--- config.mk ---
export PLATFORM = sky130hd
export DESIGN_NAME = stage_divider
export DESIGN_NICKNAME = d
export VERILOG_FILES = /design/src/rtl/stage_div_pkg.sv /design/src/rtl/sd_release_sync.sv /design/src/rtl/sd_count_core.sv /design/src/rtl/sd_tap_select.sv /design/src/rtl/sd_decode_gate.sv /design/src/rtl/stage_divider.sv
export SDC_FILE = /design/constraint.sdc
export NUM_CORES = 1
export LEC_CHECK = 0
export BUFFER_PORTS_ARGS = -buffer_cell sky130_fd_sc_hd__buf_2
export CAP_MARGIN = 20
export CORE_MARGIN = 4
export CORE_UTILIZATION = 45
export CTS_CLUSTER_DIAMETER = 120
export DETAILED_ROUTE_END_ITERATION = 7
export HOLD_SLACK_MARGIN = 0.02
export PLACE_DENSITY = 0.73
export RECOVER_POWER = 50
export SETUP_SLACK_MARGIN = 0.05
export SYNTH_ARGS = -nofsm -noshare
export SYNTH_HDL_FRONTEND = slang
export SYNTH_HIERARCHICAL = 1
export SYNTH_SLANG_ARGS = --single-unit
export TNS_END_PERCENT = 5
--- constraint.sdc ---
create_clock -name clk_in -period 1.5 [get_ports clk_in]
set_clock_uncertainty 0.15 [all_clocks]
set_input_delay 0.15 -clock clk_in [delete_from_list [all_inputs] [get_ports clk_in]]
set_output_delay 0.15 -clock clk_in [all_outputs]
set_load 0.03 [all_outputs]
--- src/rtl/stage_div_pkg.sv ---
package stage_div_pkg;

  // Number of stages that reach the port: stages first..stages, minus the hidden one.
  function automatic int tap_count(input int stages, input int first, input int hidden);
    return stages - first + 1 - (((hidden >= first) && (hidden <= stages)) ? 1 : 0);
  endfunction

  // Port slot used by a given stage number (stage numbers start at 1).
  function automatic int tap_slot(input int stage, input int first, input int hidden);
    return stage - first - (((stage > hidden) && (hidden >= first)) ? 1 : 0);
  endfunction

endpackage

--- src/rtl/sd_release_sync.sv ---
module sd_release_sync #(
  parameter int DEPTH = 2
) (
  input  logic clk_in,
  input  logic rst,
  output logic run_en
);
  logic [DEPTH-1:0] stage_q;

  // The chain is cleared at once and refills one stage per falling edge.
  always_ff @(negedge clk_in or posedge rst) begin
    if (rst) stage_q <= '0;
    else     stage_q <= {stage_q[DEPTH-2:0], 1'b1};
  end

  assign run_en = stage_q[DEPTH-1];
endmodule

--- src/rtl/sd_count_core.sv ---
module sd_count_core #(
  parameter int W = 14
) (
  input  logic         clk_in,
  input  logic         rst,
  input  logic         run_en,
  output logic [W-1:0] count_q
);
  localparam logic [W-1:0] STEP = W'(1);

  // All stages advance together on the falling edge; no ripple.
  always_ff @(negedge clk_in or posedge rst) begin
    if (rst)         count_q <= '0;
    else if (run_en) count_q <= count_q + STEP;
  end
endmodule

--- src/rtl/sd_tap_select.sv ---
module sd_tap_select import stage_div_pkg::*; #(
  parameter int W      = 14,
  parameter int FIRST  = 4,
  parameter int HIDDEN = 11,
  localparam int TW    = tap_count(W, FIRST, HIDDEN)
) (
  input  logic [W-1:0]  count_q,
  output logic [TW-1:0] taps
);
  logic [W-1:0] kept_mask;

  for (genvar s = 1; s <= W; s++) begin : g_stage
    if ((s >= FIRST) && (s != HIDDEN)) begin : g_out
      assign taps[tap_slot(s, FIRST, HIDDEN)] = count_q[s-1];
      assign kept_mask[s-1] = 1'b1;
    end else begin : g_in
      assign kept_mask[s-1] = 1'b0;
    end
  end

  // The internal stages are present in the count but reach no pin.
  logic unused_inner;
  assign unused_inner = ^(count_q & ~kept_mask);
endmodule

--- src/rtl/sd_decode_gate.sv ---
module sd_decode_gate #(
  parameter int W = 14
) (
  input  logic         clk_in,
  input  logic         rst,
  input  logic         run_en,
  input  logic [W-1:0] count_q,
  input  logic [W-1:0] cmp_val,
  output logic         dec_strobe
);
  logic hit_q;

  // The match is captured at the rising edge, half a period after the count
  // settles, and is let through only while the clock stays high.
  always_ff @(posedge clk_in or posedge rst) begin
    if (rst) hit_q <= 1'b0;
    else     hit_q <= run_en && (count_q == cmp_val);
  end

  assign dec_strobe = hit_q & clk_in;
endmodule

--- src/rtl/stage_divider.sv ---
module stage_divider import stage_div_pkg::*; #(
  parameter int  STAGES     = 14,
  parameter int  FIRST_TAP  = 4,
  parameter int  HIDDEN_TAP = 11,
  parameter int  SYNC_DEPTH = 2,
  localparam int TAP_W      = tap_count(STAGES, FIRST_TAP, HIDDEN_TAP)
) (
  input  logic              clk_in,
  input  logic              rst,
  input  logic [STAGES-1:0] cmp_val,
  output logic              osc_run,
  output logic [TAP_W-1:0]  taps,
  output logic              dec_strobe
);
  logic              run_en;
  logic [STAGES-1:0] count_q;

  // Oscillator halts for as long as reset is held.
  assign osc_run = ~rst;

  sd_release_sync #(.DEPTH(SYNC_DEPTH)) u_sync (
    .clk_in (clk_in),
    .rst    (rst),
    .run_en (run_en)
  );

  sd_count_core #(.W(STAGES)) u_core (
    .clk_in  (clk_in),
    .rst     (rst),
    .run_en  (run_en),
    .count_q (count_q)
  );

  sd_tap_select #(.W(STAGES), .FIRST(FIRST_TAP), .HIDDEN(HIDDEN_TAP)) u_taps (
    .count_q (count_q),
    .taps    (taps)
  );

  sd_decode_gate #(.W(STAGES)) u_dec (
    .clk_in     (clk_in),
    .rst        (rst),
    .run_en     (run_en),
    .count_q    (count_q),
    .cmp_val    (cmp_val),
    .dec_strobe (dec_strobe)
  );
endmodule

==> results.py, run 1 <==
metrics = {
    "status": {
        "status": "complete, but fails checks",
        "violations": "negative setup slack",
    },
    "route": {
        "vias": 901,
        "routed_wl_mm": 2.68,
        "firstDrtPassIters": 4,
        "wl_met1_mm": 1.04,
        "detail-route-antenna-nets": 0,
        "route.met3.wl_um": 170,
        "wl_per_cell_um": 14.2,
        "drc": 0,
        "top_layer": "met4",
        "viasPerCell": 4.77,
        "first_iter_violations": 4,
        "dr_wl_met2_mm": 1.42,
    },
    "timing": {
        "rsz0062_at_grt": "yes",
        "setup_slack_ns": -0.678,
        "setup_viol": 21,
        "finalMaxSlewViolations": 0,
        "hold_viol_final": 0,
        "hold_slack_ns": 0.147,
    },
    "yosys": {
        "synth_enable_flop_cells": 0,
        "yosysWarnings": 6,
        "ys_seq_area_share_pct": 42.4,
        "synth_seq_cells": 17,
        "synthFlopType": "dfrtn_1",
        "synth_cell_types": 21,
        "syn_area_um2": 1000,
        "synth_nets": 108,
        "ys_async_sr_fraction_pct": 100,
        "synth_cells": 91,
        "syn_area_per_cell_um2": 11.0,
    },
    "floorplan": {
        "die_x_um": 55.2,
        "start_util_pct": 49.1,
        "die_h_um": 55.2,
        "boundaryPins": 28,
        "design.core.area_um2": 2040,
        "dieArea_um2": 3050,
        "rows": 16,
    },
    "cells_and_area": {
        "mostFrequentLayoutCells": "buf_4, buf_6, xnor2_1, dlygate4sd3_1, dfrtn_1",
        "nFillCells": 131,
        "final_common_cell": "buf_4",
        "area_growth_pct": 66.4,
        "layout-drive-gt1-share_pct": 46.9,
        "fin_nets": 180,
        "antenna_cells": 0,
    },
    "run": {
        "maxCapViolCount": 0,
    },
    "cts": {
        "cts_tree": "built",
        "clkTransAtPathRegs_ns": 0.08,
        "clock_latency_ns": 0.42,
    },
    "global_routing": {
        "grt_max_degree": 11,
        "globalRouteTotalUtil_pct": 21.0,
        "antenna_found_initial": 0,
        "grt_pass1_wl_mm": 4.21,
        "grt-ovfl-total": 0,
        "grt_pass1_vias": 971,
    },
    "power_and_ir_drop": {
        "peakVddDrop_uv": 1180,
        "leakagePower_uw": 0.000822,
        "p_per_area_nw_per_um2": 1240,
    },
    "setup_path": {
        "required_ns": 1.20,
        "cp_max_fo": 2,
        "start_kind": "flop",
        "criticalPathCategory": "reg2out",
        "cp-end-kind": "output pin",
        "crit_arrival_ns": 1.88,
    },
    "hold_path": {
        "min_path_type": "reg2reg",
    },
    "placement": {
        "portBuffers": 27,
        "place_ws_ns": -0.441,
        "gp_congestion": 0.850,
        "dp_hpwl_mm": 1.76,
    },
}
layout make-up:
cell class	count	area, um^2	share of cell area [%]
well taps	27	33.8	2.03
inverters	6	22.5	1.35
clock buffers	7	63.8	3.83
multi-input cells	57	499	29.9
flip-flops and latches	17	425	25.5
clock inverters	1	5.00	0.300
repair buffers	74	618	37.1
report_power, final:
group | leakage [uW] | internal (uW) | total (uW) | switching, uW
Clock | 0.0000451 | 230 | 421 | 190
Combinational | 0.000555 | 540 | 1020 | 483
Sequential | 0.000221 | 559 | 622 | 63.6
Total | 0.000822 | 1330 | 2070 | 737
flip-flops by register name, summed over array words and instances, names as in the netlist:
name / count
u_sync/stage_q: 2
u_core/count_q: 14
u_dec/hit_q: 1
timing repair:
action | CTS | global route
setup endpoints to repair | 20 | 22
pin swaps | 2 | 3
hold buffers | 16 | 0
gates cloned | 0 | 0
gates resized for setup | 34 | 5
buffers inserted | 10 | 3
endpoints found under the hold margin | 2 | 0
cell usage after synthesis, drive strengths merged (2+ instances only):
library cell | count | area, um^2
nand2 | 5 | 18.8
nor2 | 2 | 7.51
inv | 6 | 22.5
nor4 | 4 | 67.6
buf | 11 | 80.1
nor3 | 4 | 20.0
nand4 | 7 | 65.1
xnor2 | 19 | 166
dfrtn | 16 | 400
nand3 | 4 | 25.0
xor2 | 8 | 70.1
worst max-delay path: stages, from the launching register on:
cell,delay [ns]
dfrtn_1,0.47
buf_6,0.12
buf_6,0.12
cell families (layout without fill, tap and decap cells):
family	count (synthesis)	count (layout)	synth area share (%)
xor gates and xnor gates	27	27	23.6
adders and majority gates	1	1	1.25
buffers and inverters	17	88	10.2
DFF	17	17	42.4
muxes	1	1	1.12
other	1	1	0.374
and+or+nand+nor	27	27	21.0
routing by layer:
layer  vias to the layer above  GRT usage [%]
li1                        438              -
met1                       423           20.6
met2                        34           36.6
met3                         6           9.92
met4                         0           10.9
met5                         -              0
final timing paths:
| path | startpoint | to | slack (ns) | cells past startpoint |
|---|---|---|---|---|
| worst max register to register | u_core/count_q[6] | u_dec/hit_q | -0.59 | 4 |
| worst max-delay path | u_core/count_q[7] | taps[4] | -0.68 | 2 |
| worst min register to register | u_sync/stage_q[0] | u_sync/stage_q[1] | 0.15 | 0 |
| max in group asynchronous | rst | u_core/count_q[13] | 0.07 | 4 |
| min in group asynchronous | rst | u_dec/hit_q | 0.59 | 4 |
| worst min-delay path | u_sync/stage_q[0] | u_sync/stage_q[1] | 0.15 | 0 |
metrics by stage:
step | utilization [%] | TNS, ns | cells | power [uW] | instance area, um^2
after floorplan | - | -2.45 | 91 | 1140 | 1000
final | 81.7 | -8.76 | 189 | 2070 | 1670
after detailed placement | 60.4 | -3.78 | 153 | 1410 | 1230
after global placement | 60.4 | -3.49 | 153 | 1390 | 1230
after global routing | 81.7 | -10.28 | 189 | 2200 | 1670
after CTS | 80.2 | -7.27 | 186 | 2000 | 1640
Note: power is estimated with default switching activity, not from simulation.
==> run 2: changes to the inputs <==
Settings changed: CORE_ASPECT_RATIO from default to 1.5, CTS_CLUSTER_DIAMETER 120 to default.
Clock period 1.5 ns to 1.85 ns, I/O delays scaled along.
==> run 2 against run 1 <==
Against the previous run: the flow still finishes with violations (negative setup slack); critical path depth is the same; core utilization shrank 5.5 points; sequential cell count is the same; power shrank 25%; largest cell class unchanged.
==> results.py, run 2 (same netlist as run 1, synthesis figures left out) <==
metrics = {
    "global_routing": {
        "grt-ovfl-total": 0,
        "grt_pass1_wl_mm": 4.04,
        "globalRouteTotalUtil_pct": 18.8,
        "antenna_found_initial": 0,
        "grt_pass1_vias": 927,
        "grt_max_degree": 11,
    },
    "cells_and_area": {
        "largestRegisters": "u_core/count_q x14, u_sync/stage_q x2, u_dec/hit_q x1",
        "area_growth_pct": 57.9,
        "finalCoreUtilization_pct": 76.2,
        "layout-drive-gt1-share_pct": 42.0,
        "nFillCells": 132,
        "fin_nets": 175,
        "final_common_cell": "buf_4",
        "antenna_cells": 0,
        "mostFrequentLayoutCells": "buf_4, xnor2_1, buf_6, dfrtn_1, dlygate4sd3_1",
        "largest_reg_flops": 14,
        "largest_register": "u_core/count_q",
    },
    "route": {
        "viasPerCell": 4.67,
        "detail-route-antenna-nets": 0,
        "wl_per_cell_um": 13.5,
        "vias": 836,
        "routed_wl_mm": 2.41,
        "drc": 0,
        "first_iter_violations": 31,
        "firstDrtPassIters": 4,
    },
    "floorplan": {
        "dieArea_um2": 3060,
        "rows": 20,
        "start_util_pct": 48.3,
        "die_x_um": 46.5,
        "die_h_um": 65.8,
        "boundaryPins": 28,
        "design.core.area_um2": 2080,
    },
    "setup_path": {
        "cp_slowest_cell": "dfrtn_1",
        "rr_startpoint": "u_core/count_q[9]",
        "crit_arrival_ns": 2.00,
        "crit_top_cell": "buf_6",
        "setup.reg_to_reg.worst_slack_ns": -0.37,
        "timing.critical_path.from": "u_core/count_q[7]",
        "start_kind": "flop",
        "slowest_delay_ns": 0.45,
        "required_ns": 1.51,
        "cp_max_fo": 2,
        "cp-end-kind": "output pin",
        "criticalPathCategory": "reg2out",
        "crit_chain": "buf_6, buf_6",
    },
    "timing": {
        "rsz0062_at_grt": "yes",
        "finalMaxSlewViolations": 0,
        "hold_slack_ns": 0.0607,
        "setup_viol": 12,
        "setup_slack_ns": -0.488,
        "hold_viol_final": 0,
    },
    "status": {
        "violations": "negative setup slack",
        "status": "complete, but fails checks",
    },
    "power_and_ir_drop": {
        "leakagePower_uw": 0.000791,
        "p_total_uw": 1540,
        "p_per_area_nw_per_um2": 974,
        "peakVddDrop_uv": 622,
    },
    "cts": {
        "cts_tree": "built",
        "clkTransAtPathRegs_ns": 0.10,
        "clock_latency_ns": 0.40,
    },
    "placement": {
        "dp_hpwl_mm": 1.55,
        "place_ws_ns": -0.247,
        "gp_congestion": 0.797,
        "portBuffers": 27,
    },
    "run": {
        "maxCapViolCount": 0,
    },
    "hold_path": {
        "min_path_type": "in2async",
    },
}
run 2: timing repair:
| action | in CTS | in global routing |
|---|---|---|
| hold endpoints to repair | 2 | 0 |
| gates resized for setup | 26 | 3 |
| hold buffers | 15 | 0 |
| setup endpoints to repair | 11 | 12 |
| pin swaps | 3 | 2 |
| buffers inserted | 11 | 1 |
run 2: cell type report:
class / instances / area, um^2 / area share (%)
flip-flops and latches: 17 / 425 / 26.9
well taps: 22 / 27.5 / 1.74
multi-input cells: 57 / 465 / 29.4
clock buffers: 8 / 56.3 / 3.56
inverters: 6 / 22.5 / 1.42
repair buffers: 69 / 586 / 37.0
run 2: per-stage QoR:
stage	TNS, ns	area [um^2]	instances
floorplan	-0.878	1000	91
global placement	-1.34	1220	145
detailed placement	-1.46	1220	145
CTS	-5.02	1580	178
global route	-6.21	1580	179
finish	-5.02	1580	179
run 2: power by group:
group	switching, uW	internal [uW]
combinational	350	398
clock	131	155
sequential	54.8	453
total	536	1010
run 2: per-layer routing:
metal / routed length [um] / up-vias / global-route usage, %
met4: 17 / 0 / 7.12
met3: 165 / 3 / 7.08
met5: 0 / - / 0
li1: - / 421 / -
met1: 983 / 380 / 21.8
met2: 1250 / 32 / 30.2
run 2: worst paths after layout:
check,to,cells after the start
max in group asynchronous,u_core/count_q[2],4
worst max-delay path,taps[4],2
worst min-delay path,u_dec/hit_q,3
worst max register to register,u_dec/hit_q,4
min in group clk_in,u_sync/stage_q[1],0
worst min register to register,u_sync/stage_q[1],0
run 2: worst max-delay path, delay by kind of cell (launching register included):
| kind | cells | cell delay (ns) |
|---|---|---|
| buf+inv | 2 | 0.23 |
| flops | 1 | 0.45 |
==> run 3: changes to the inputs <==
Settings changed: CTS_BUF_LIST from default to sky130_fd_sc_hd__clkbuf_16.
==> run 3 against run 2 <==
Against the previous run: the flow still finishes with violations (negative setup slack); worst setup slack lost 0.011 ns; count of clock-buffer cells in the layout decreased by 1; non-clock buffer count shrank 1; worst hold slack lost 0.015 ns; sequential power barely moved; register-to-register slack got worse by 0.05 ns; routed wire length grew 13%; via count is 5.0% higher; die area unchanged; critical endpoint is now taps[8]; largest power group is now the clock network.
==> results.py, run 3 (same netlist as run 1, synthesis figures left out) <==
metrics = {
    "status": {
        "status": "complete, but fails checks",
        "violations": "negative setup slack",
    },
    "timing": {
        "finalMaxSlewViolations": 0,
        "hold_slack_ns": 0.0460,
        "hold_viol_final": 0,
        "setup_slack_ns": -0.499,
        "rsz0062_at_grt": "yes",
        "tns_ns": -5.18,
        "setup_viol": 13,
    },
    "setup_path": {
        "timing.critical_path.from": "u_core/count_q[12]",
        "required_ns": 1.51,
        "crit_arrival_ns": 2.01,
        "cp_max_fo": 2,
        "crit_end": "taps[8]",
        "cp-end-kind": "output pin",
        "rr_startpoint": "u_core/count_q[9]",
        "start_kind": "flop",
        "setup.reg_to_reg.worst_slack_ns": -0.42,
        "criticalPathCategory": "reg2out",
        "reg2reg_to": "u_dec/hit_q",
        "reg2reg_depth": 4,
    },
    "cells_and_area": {
        "largest_reg_flops": 14,
        "antenna_cells": 0,
        "instances_no_fill": 178,
        "largestRegisters": "u_core/count_q x14, u_sync/stage_q x2, u_dec/hit_q x1",
        "nFillCells": 120,
        "area_growth_pct": 67.8,
        "mostFrequentLayoutCells": "xnor2_1, buf_4, buf_6, dfrtn_1",
        "design_area_um2": 1680,
        "fin_nets": 174,
        "largest_register": "u_core/count_q",
        "layout-drive-gt1-share_pct": 42.3,
    },
    "floorplan": {
        "rows": 20,
        "start_util_pct": 48.3,
        "die_x_um": 46.5,
        "design.core.area_um2": 2080,
        "die_h_um": 65.8,
        "boundaryPins": 28,
        "dieArea_um2": 3060,
    },
    "power_and_ir_drop": {
        "leakagePower_uw": 0.000838,
        "p_per_area_nw_per_um2": 1200,
        "peakVddDrop_uv": 865,
    },
    "route": {
        "drc": 0,
        "first_iter_violations": 28,
        "routed_wl_mm": 2.73,
        "viasPerCell": 4.93,
        "wl_per_cell_um": 15.3,
        "vias": 878,
        "firstDrtPassIters": 6,
        "detail-route-antenna-nets": 0,
    },
    "placement": {
        "portBuffers": 27,
        "placed_area_um2": 1220,
        "dp_hpwl_mm": 1.55,
        "gp_congestion": 0.797,
        "dp.cells": 145,
    },
    "global_routing": {
        "grt_pass1_vias": 968,
        "grt_max_degree": 11,
        "grt-ovfl-total": 0,
        "globalRouteTotalUtil_pct": 21.9,
        "grt_pass1_wl_mm": 4.42,
        "antenna_found_initial": 0,
    },
    "cts": {
        "clock_latency_ns": 0.41,
        "cts_tree": "built",
        "clkTransAtPathRegs_ns": 0.05,
    },
    "run": {
        "maxCapViolCount": 0,
    },
    "hold_path": {
        "min_path_type": "in2reg",
    },
}
[run 3: worst min path at each step]
stage / start / to / slack [ns] / cells after the start
global placement: rst / u_dec/hit_q / -0.1 / 2
floorplan: rst / u_dec/hit_q / -0.24 / 1
global route: cmp_val[8] / u_dec/hit_q / 0.06 / 4
CTS: cmp_val[8] / u_dec/hit_q / 0.03 / 4
finish: cmp_val[8] / u_dec/hit_q / 0.05 / 4
detailed placement: rst / u_dec/hit_q / -0.09 / 2
[run 3: layer usage]
metal  vias to the layer above  track usage [%]  share of wire (%)
met5                         -                0                  0
met4                         0             16.4                3.3
met3                        10             7.63                6.3
met2                        43             34.5                 53
met1                       406             22.9                 38
li1                        419                -                  -
[run 3: through the flow]
step / total power (uW) / setup slack, ns / util (%)
after floorplan: 928 / -0.280 / -
after global placement: 1090 / -0.227 / 58.6
after detailed placement: 1110 / -0.247 / 58.6
after CTS: 2040 / -0.501 / 81.4
after global routing: 2100 / -0.533 / 81.0
final: 2010 / -0.499 / 81.0
[run 3: timing repair]
| item | CTS | global route |
|---|---|---|
| pin swaps | 3 | 0 |
| hold buffers | 14 | 0 |
| endpoints found under the setup margin | 11 | 12 |
| setup buffers | 12 | 0 |
| hold endpoints to repair | 2 | 0 |
| gates cloned | 0 | 0 |
| resized for setup | 27 | 3 |
[run 3: final cells by class]
cell class | count | area, um^2 | area share, %
timing repair buffer | 68 | 576 | 34.2
sequential | 17 | 425 | 25.3
inverter | 6 | 22.5 | 1.34
clock inverter | 1 | 3.75 | 0.223
multi-input combinational | 57 | 465 | 27.7
clock buffer | 7 | 161 | 9.60
tap | 22 | 27.5 | 1.64
[run 3: worst max-delay path, cell delays in order (launching register included)]
cell and delay, ns:
dfrtn_1 0.44, buf_6 0.12, buf_6 0.12
[run 3: power breakdown]
group	leakage [uW]	internal (uW)	switching, uW	total (uW)
Clock	0.0000884	563	190	753
Sequential	0.000221	454	54.7	509
Combinational	0.000529	397	355	751
